## src/rtl/nvseq_pkg.sv

```systemverilog
package nvseq_pkg;

    localparam int NV_ADDR_W  = 16;
    localparam int NV_DATA_W  = 8;
    localparam int NV_REM_W   = 5;
    localparam int NV_PAGE_LG = 5;

    typedef enum logic [1:0] {
        ST_IDLE  = 2'd0,
        ST_PROG  = 2'd1,
        ST_ERASE = 2'd2
    } nv_state_e;

    typedef struct packed {
        logic                 erase;
        logic [NV_ADDR_W-1:0] addr;
        logic [NV_DATA_W-1:0] data;
    } nv_job_t;

    function automatic logic [NV_ADDR_W-1:0] page_base(input logic [NV_ADDR_W-1:0] a);
        logic [NV_ADDR_W-1:0] m;
        m = '1;
        m[NV_PAGE_LG-1:0] = '0;
        return a & m;
    endfunction

    function automatic logic [NV_ADDR_W:0] span_end(input logic [NV_ADDR_W-1:0] a,
                                                    input logic [NV_REM_W-1:0]  r);
        return {1'b0, a} + {{(NV_ADDR_W+1-NV_REM_W){1'b0}}, r};
    endfunction

endpackage

```

## src/rtl/nvseq_range.sv

```systemverilog
module nvseq_range
    import nvseq_pkg::*;
#(
    parameter logic [NV_ADDR_W-1:0] WIN_LO = 16'hF800,
    parameter logic [NV_ADDR_W-1:0] WIN_HI = 16'hFBFF
) (
    input  logic                 erase,
    input  logic [NV_ADDR_W-1:0] addr,
    input  logic [NV_REM_W-1:0]  rem,
    output logic                 ok
);
    logic [NV_ADDR_W-1:0] base;
    logic [NV_ADDR_W:0]   last;
    logic                 prog_ok;
    logic                 erase_ok;

    always_comb begin
        base     = page_base(addr);
        last     = span_end(addr, rem);
        prog_ok  = (addr >= WIN_LO) && (last <= {1'b0, WIN_HI});
        erase_ok = (base >= WIN_LO) && (base <= WIN_HI);
        ok       = erase ? erase_ok : prog_ok;
    end
endmodule

```

## src/rtl/nvseq_timer.sv

```systemverilog
module nvseq_timer #(
    parameter int CW = 16
) (
    input  logic          clk,
    input  logic          rst,
    input  logic          load,
    input  logic [CW-1:0] load_val,
    output logic          expired
);
    logic [CW-1:0] cnt_q;

    always_ff @(posedge clk) begin
        if (rst) begin
            cnt_q <= '0;
        end else if (load) begin
            cnt_q <= load_val;
        end else if (cnt_q != '0) begin
            cnt_q <= cnt_q - 1'b1;
        end
    end

    assign expired = (cnt_q == '0);
endmodule

```

## src/rtl/nvseq_top.sv

```systemverilog
module nvseq_top
    import nvseq_pkg::*;
#(
    parameter int                   PROG_CYCLES  = 12500,
    parameter int                   ERASE_CYCLES = 25000,
    parameter logic [NV_ADDR_W-1:0] WIN_LO       = 16'hF800,
    parameter logic [NV_ADDR_W-1:0] WIN_HI       = 16'hFBFF
) (
    input  logic                 clk,
    input  logic                 rst,
    input  logic                 req_valid,
    input  logic                 req_erase,
    input  logic [NV_ADDR_W-1:0] req_addr,
    input  logic [NV_DATA_W-1:0] req_data,
    input  logic [NV_REM_W-1:0]  req_rem,
    output logic                 req_ready,
    output logic                 busy,
    output logic                 err_range,
    output logic                 nv_prog_stb,
    output logic                 nv_erase_stb,
    output logic [NV_ADDR_W-1:0] nv_addr,
    output logic [NV_DATA_W-1:0] nv_data
);
    localparam int LONGEST = (PROG_CYCLES > ERASE_CYCLES) ? PROG_CYCLES : ERASE_CYCLES;
    localparam int CW      = $clog2(LONGEST + 1);
    localparam logic [CW-1:0] PROG_LOAD  = CW'(PROG_CYCLES - 1);
    localparam logic [CW-1:0] ERASE_LOAD = CW'(ERASE_CYCLES - 1);

    nv_state_e     state_q;
    nv_job_t       job_q;
    logic          err_q;
    logic          accept;
    logic          in_range;
    logic          start;
    logic          t_load;
    logic [CW-1:0] t_val;
    logic          t_done;

    nvseq_range #(.WIN_LO(WIN_LO), .WIN_HI(WIN_HI)) range_i (
        .erase (req_erase),
        .addr  (req_addr),
        .rem   (req_rem),
        .ok    (in_range)
    );

    assign req_ready = (state_q == ST_IDLE);
    assign accept    = req_valid && req_ready;
    assign start     = accept && in_range;
    assign t_load    = start;
    assign t_val     = req_erase ? ERASE_LOAD : PROG_LOAD;

    nvseq_timer #(.CW(CW)) timer_i (
        .clk      (clk),
        .rst      (rst),
        .load     (t_load),
        .load_val (t_val),
        .expired  (t_done)
    );

    always_ff @(posedge clk) begin
        if (rst) begin
            state_q <= ST_IDLE;
            job_q   <= '0;
            err_q   <= 1'b0;
        end else begin
            case (state_q)
                ST_IDLE: begin
                    if (start) begin
                        state_q     <= req_erase ? ST_ERASE : ST_PROG;
                        job_q.erase <= req_erase;
                        job_q.addr  <= req_erase ? page_base(req_addr) : req_addr;
                        job_q.data  <= req_erase ? '1 : req_data;
                    end else if (accept) begin
                        err_q <= 1'b1;
                    end
                end
                ST_PROG, ST_ERASE: begin
                    if (t_done) state_q <= ST_IDLE;
                end
                default: state_q <= ST_IDLE;
            endcase
        end
    end

    assign busy         = (state_q != ST_IDLE);
    assign err_range    = err_q;
    assign nv_prog_stb  = (state_q == ST_PROG)  && t_done;
    assign nv_erase_stb = (state_q == ST_ERASE) && t_done;
    assign nv_addr      = job_q.addr;
    assign nv_data      = job_q.data;
endmodule

```

## config.mk

```make
export PLATFORM = sky130hd
export DESIGN_NAME = nvseq_top
export DESIGN_NICKNAME = d
export VERILOG_FILES = /design/src/rtl/nvseq_pkg.sv /design/src/rtl/nvseq_range.sv /design/src/rtl/nvseq_timer.sv /design/src/rtl/nvseq_top.sv
export SDC_FILE = /design/constraint.sdc
export NUM_CORES = 1
export LEC_CHECK = 0
export CORE_UTILIZATION = 49
export CTS_BUF_LIST = sky130_fd_sc_hd__clkbuf_16
export CTS_CLUSTER_DIAMETER = 150
export DETAILED_ROUTE_END_ITERATION = 10
export PLACE_DENSITY = 0.84
export SYNTH_ARGS = -nofsm -noshare
export SYNTH_HDL_FRONTEND = slang
export SYNTH_SLANG_ARGS = --single-unit
```

## constraint.sdc

```tcl
create_clock -name clk -period 6.85 [get_ports clk]
set_clock_uncertainty 0.1 [all_clocks]
set_input_delay 1.37 -clock clk [delete_from_list [all_inputs] [get_ports clk]]
set_output_delay 1.37 -clock clk [all_outputs]
set_load 0.05 [all_outputs]
```

* After elaboration in Yosys (flattened, before gate mapping)
Cells that the tools add are included.
** Storage, ports and cells
- Bits of input ports :: 33
- Memory bits (read-only) :: 0
- Output and inout port bits :: 29
- Word-level logic and storage cells :: 41
- RAM bits :: 0
- Bits in latches :: 0
- Flip-flop bits (word level) :: 42
- Memories kept :: 0
** Cells by class
- Mux-type cells :: 10
- Multipliers :: 0
- Shift operators :: 0
- Magnitude comparators :: 4
- Bitwise operators :: 1
- Divide/modulo/power cells :: 0
- $add $sub $neg :: 2
- Reduce and logical (&&, ||, !) cells :: 15
- Equal/unequal tests :: 4
** Operators by type and width (count)
- 2-to-1 mux 15 bit :: 3
- greater-or-equal comparator 16 bit (second input constant) :: 2
- adder 16 x 5 -> 17 bit :: 1
- <= comparator 17 x 16 -> 1 bit (second input constant) :: 1
- <= comparator 16 bit (second input constant) :: 1
- zero test 15 bit :: 1
- nonzero test 15 bit :: 1
- subtractor 15 x 1 -> 15 bit (second input constant) :: 1
- 2-to-1 mux 8 bit :: 1
- logical AND 1 bit :: 6
- 2-to-1 mux 2 bit :: 3
- 2-to-1 mux 5 bit :: 1
- one-hot mux 2 bit (2 select lines) :: 1
- AND reduction 2 bit :: 2
- nonzero test 2 bit :: 2
- AND reduction 3 bit :: 1
- equality test 2 x 1 -> 1 bit (second input constant) :: 1
- equality test 2 bit (second input constant) :: 1
- zero test 2 bit :: 1
- inequality test 2 x 1 -> 1 bit (second input constant) :: 1
- inequality test 2 bit (second input constant) :: 1
- OR reduction 2 bit :: 1
- 2-to-1 mux 1 bit :: 1
- inverter 1 bit :: 1

* Logic depth before layout (Yosys ltp)
- Word-level depth :: 7
- Gate-level depth with buffers :: 10
- Depth with buffers taken out :: 9

* By module
From an unflattened synthesis, not the netlist that was laid out.
** Unflattened totals
- Cell total of the unflattened synthesis :: 249
- Area total of the unflattened synthesis :: 2102.0 um^2
** By module, submodules not included
- nvseq_top :: seq. area each 540.5 um^2, instances 1, area each 1038.5 um^2, cells an instance 129
- nvseq_timer :: seq. area each 300.3 um^2, instances 1, area each 898.4 um^2, cells an instance 102
- nvseq_range :: seq. area each 0.0 um^2, instances 1, area each 165.2 um^2, cells an instance 18

* Worst setup path before layout
Ideal clock, no wire load.
- Path type :: register -> output
- From :: register timer_i.cnt_q[0]
- To :: output port nv_erase_stb
- Stages on the path, launching flop included :: 7
- Path slack :: 3.526 ns
- Required time :: 5.380 ns
- Path buffers :: 0
- Arrival :: 1.854 ns
- Cell sequence :: dfxtp_1 > inv_1 > ha_1 > nor4b_4 > nand2_1 > nor4_2 > and2_1
** Between the ends
- Word-level cells in the longest chain between the ends :: 2
** RTL lines
- from (decl) :: line nvseq_timer.sv:10 : logic [CW-1:0] cnt_q;
- from (signal assigned) :: line nvseq_timer.sv:16 : cnt_q <= load_val;
- from (signal assigned) :: line nvseq_timer.sv:18 : cnt_q <= cnt_q - 1'b1;
- zero test 15 bit :: line nvseq_timer.sv:22 : assign expired = (cnt_q == '0);
- logical AND 1 bit :: line nvseq_top.sv:88 : assign nv_erase_stb = (state_q == ST_ERASE) && t_done;
- to (decl) :: line nvseq_top.sv:20 : output logic nv_erase_stb,
No other way between the ends.

* Worst setup path after layout
- From :: register timer_i.cnt_q[0]
- To :: output port nv_prog_stb
** Between the ends
- Word-level cells in the longest chain between the ends :: 2
** RTL lines
- zero test 15 bit :: line nvseq_timer.sv:22
- logical AND 1 bit :: line nvseq_top.sv:87 : assign nv_prog_stb = (state_q == ST_PROG) && t_done;
- to (decl) :: line nvseq_top.sv:19 : output logic nv_prog_stb,
No other way between the ends.

==> reports/metrics.csv <==
stage;metric;value;unit
die;num_rows;22;
placement;portBuffers;61;
clock_tree;worstSkewPairLatency;0.28;ns
sta;worstMarginPinSlew;0.879;ns
setup_path;crit_required;5.38;ns
synthesis;ys_top_cells_by_count;42 x dfxtp_1, 39 x nor2_1, 19 x a21oi_1;
pwr;leakagePower;1.04;nW
sta;finalSetupTns;0;ns
synthesis;synth-xor-area-share;4.93;%
outcome;outcome;completed;
routing;drtAntennaViolNets;0;
final_layout;insertedDiodeCount;0;
placement;gpl.final_weighted_congestion;0.814;
global_route;grt_pass1_wl;8.22;mm
final_layout;utilization;73.9;%
clock_tree;cts.htree.levels;2;
synthesis;synth_top_area_share;43.0;%
setup_path;r2r_end;state_q[0];
sta;fin_crit_sh;63.9;%
synthesis;ys.flop_type;dfxtp_1;
synthesis;synth-seq-cells;42;
global_route;grt_pass1_vias;1773;
routing;dr.max_layer_used;met4;
sta;report.final.slew_viol_count;0;
routing;via_per_inst;5.43;
routing;routed-wl-met3;228;um
setup_path;cp-start-kind;register;
sta;final.min_clock_period;4.37;ns
pwr;p_clk_share;31.3;%
global_route;antenna_found_initial;0;
sta;whs;0.352;ns
synthesis;syn_area_per_cell;8.50;um^2
synthesis;synth_top_family_by_area;simple AND/OR/NAND/NOR gates;
synthesis;synthDistinctLibCells;40;
setup_path;arrival;2.90;ns
placement;hpwl;3.46;mm
pwr;netSwitchingFraction;31.2;%
clock_tree;numCtsBuffers;5;
die;fp.coreArea;3740;um^2
min_path;whs_endpoint;nv_addr[5];
setup_path;rrSetupSlack;4.46;ns
routing;drt_iter0_drc;200;
setup_path;rr_worst_depth;8;
final_layout;nets;332;
clock_tree;cts_tree;built;
min_path;hold_class;reg -> reg;
final_layout;fin_cells;338;
setup_path;worstReg2RegStart;state_q[1];
synthesis;synth-warning-count;0;
sta;final_hold_viol_count;0;
synthesis;ys_top_cells_by_area;dfxtp_1 43%, nor2_1 7.5%, ha_1 5.8%;
global_route;grt_usage;25.5;%
sta;slew_headroom;40.9;%
sta;rsz0062_at_grt;false;
pwr;seqPwrFrac;37.7;%
min_path;hold_start;nv_addr[5];
clock_tree;cts_resized;0;
synthesis;post-synth-top-count-cell;dfxtp_1;
die;dieArea;4250;um^2
synthesis;synth_edf_count;0;
global_route;grt_max_degree;45;
routing;wl_per_cell;14.6;um
pwr;p_switching;0.260;mW
clock_tree;cts_hold_buffers;0;
pwr;ir_worst_vdd;0.000186;V
synthesis;synthAdderAreaFrac;6.78;%
clock_tree;ctsLongestPathBuffers;2;
synthesis;synthMuxAreaShare;0;%
synthesis;synth-seq-area-share;43.0;%
clock_tree;cts_root_buf;clkbuf_16;
min_path;whs_path_depth;2;
setup_path;worstPathMaxFanout;6;
routing;drc;0;
routing;m1WireLength;2.20;mm
synthesis;synth_area;1960;um^2
pwr;p_per_area;301;nW/um^2
run;maxCapViolCount;0;
clock_tree;cts_setup_buffers;0;
die;io_pins;62;
routing;dr.pass1.iters;5;
sta;max_freq;0.229;GHz
die;start_util;52.2;%
routing;vias;1834;
final_layout;drive_gt1_share;6.55;%
pwr;p_total;0.833;mW
pwr;share_comb_of_total_power;30.9;%
synthesis;synthArstFlopShare;0;%
die;die_y;65.2;um
sta;setup_viol;0;
synthesis;yosysTopAreaCell;dfxtp_1;
synthesis;synth_cells;230;
routing;drt-total-wl;4.93;mm
synthesis;synth_fp_nets;273;
die;die_w;65.2;um
clock_tree;clk_pin_slew;0.06;ns
clock_tree;cts.sinks;42;
setup_path;worstSetupEndpointType;primary output;
global_route;grt-ovfl-total;0;
synthesis;synth_compound_area_share;13.4;%
final_layout;syn2layout_area_growth;41.4;%
synthesis;synthSimpleGateAreaFrac;28.0;%
pwr;p_int;0.572;mW
placement;dp_cells;330;
routing;wl_met2;2.42;mm
setup_path;path_class;reg -> out;
## flip-flops by register name (all words and copies together) (netlist names)
signal         flops
err_range          1
nv_data            8
nv_addr           16
state_q            2
timer_i.cnt_q     15
## worst max-delay path by stage
| stage | startpoint | end | cells past startpoint |
|---|---|---|---|
| after global routing | timer_i.cnt_q[0] | nv_prog_stb | 7 |
| final | timer_i.cnt_q[0] | nv_prog_stb | 7 |
| after CTS | timer_i.cnt_q[0] | nv_prog_stb | 7 |
| after global placement | req_addr[0] | nv_addr[4] | 10 |
| after floorplan | timer_i.cnt_q[0] | nv_erase_stb | 6 |
| after detailed placement | req_addr[0] | nv_addr[0] | 10 |
## kinds of logic after synthesis
| logic type | Yosys count |
|---|---|
| adder cells (fa/ha/maj) | 10 |
| AND/OR/NAND/NOR | 107 |
| flip-flops | 42 |
| AO/OA/AOI/OAI | 41 |
| XOR/XNOR | 11 |
| buffers and inverters | 19 |
## metrics by stage
step	setup slack [ns]	area [um^2]
after floorplan	3.53	1960
after global placement	2.71	2600
after detailed placement	2.66	2600
after CTS	2.47	2770
after global routing	2.26	2770
final	2.48	2770
## cells in the final DEF, fill, tap and decap left out, types with 3 or more instances in the layout
cell type,instances
a21oi_1,19
a22oi_1,6
a31oi_1,3
clkbuf_16,5
clkdlybuf4s50_1,61
dfxtp_1,42
ha_1,9
inv_1,8
nand2_1,18
nand3_1,6
nand4_1,4
nor2_1,39
nor3_1,15
nor4_1,4
o21ai_0,3
or3_1,4
xnor2_1,6
xor2_1,5
## power groups by stage
stage | Clock, mW | Combinational (mW) | Sequential [mW]
after floorplan | 0 | 0.193 | 0.315
after global placement | 0 | 0.247 | 0.316
after detailed placement | 0 | 0.254 | 0.318
after CTS | 0.267 | 0.256 | 0.314
after global routing | 0.278 | 0.286 | 0.318
final | 0.261 | 0.257 | 0.314
## routing by layer
metal  track usage (%)  up-vias
met2              42.4       42
met1              30.7      854
met3              9.03       12
li1                  -      926
met4              7.88        0
met5                 0        -
## area by class of cell
| class | instances | area [um^2] |
|---|---|---|
| clock buffer | 5 | 125 |
| clock inverter | 3 | 40.0 |
| fill | 288 | 978 |
| inverter | 8 | 30.0 |
| multi-input combinational | 169 | 1040 |
| sequential | 42 | 841 |
| tap | 48 | 60.1 |
| timing repair buffer | 63 | 626 |
## worst max-delay path: stages (launching register included)
cell and delay [ns]:
dfxtp_1 0.34, inv_1 0.07, ha_1 0.19, nor4b_4 0.31, nand2_1 0.20, nor4_2 0.52, and2_1 0.20, clkdlybuf4s50_1 0.80
No activity file was read; power rests on OpenSTA's default activity.
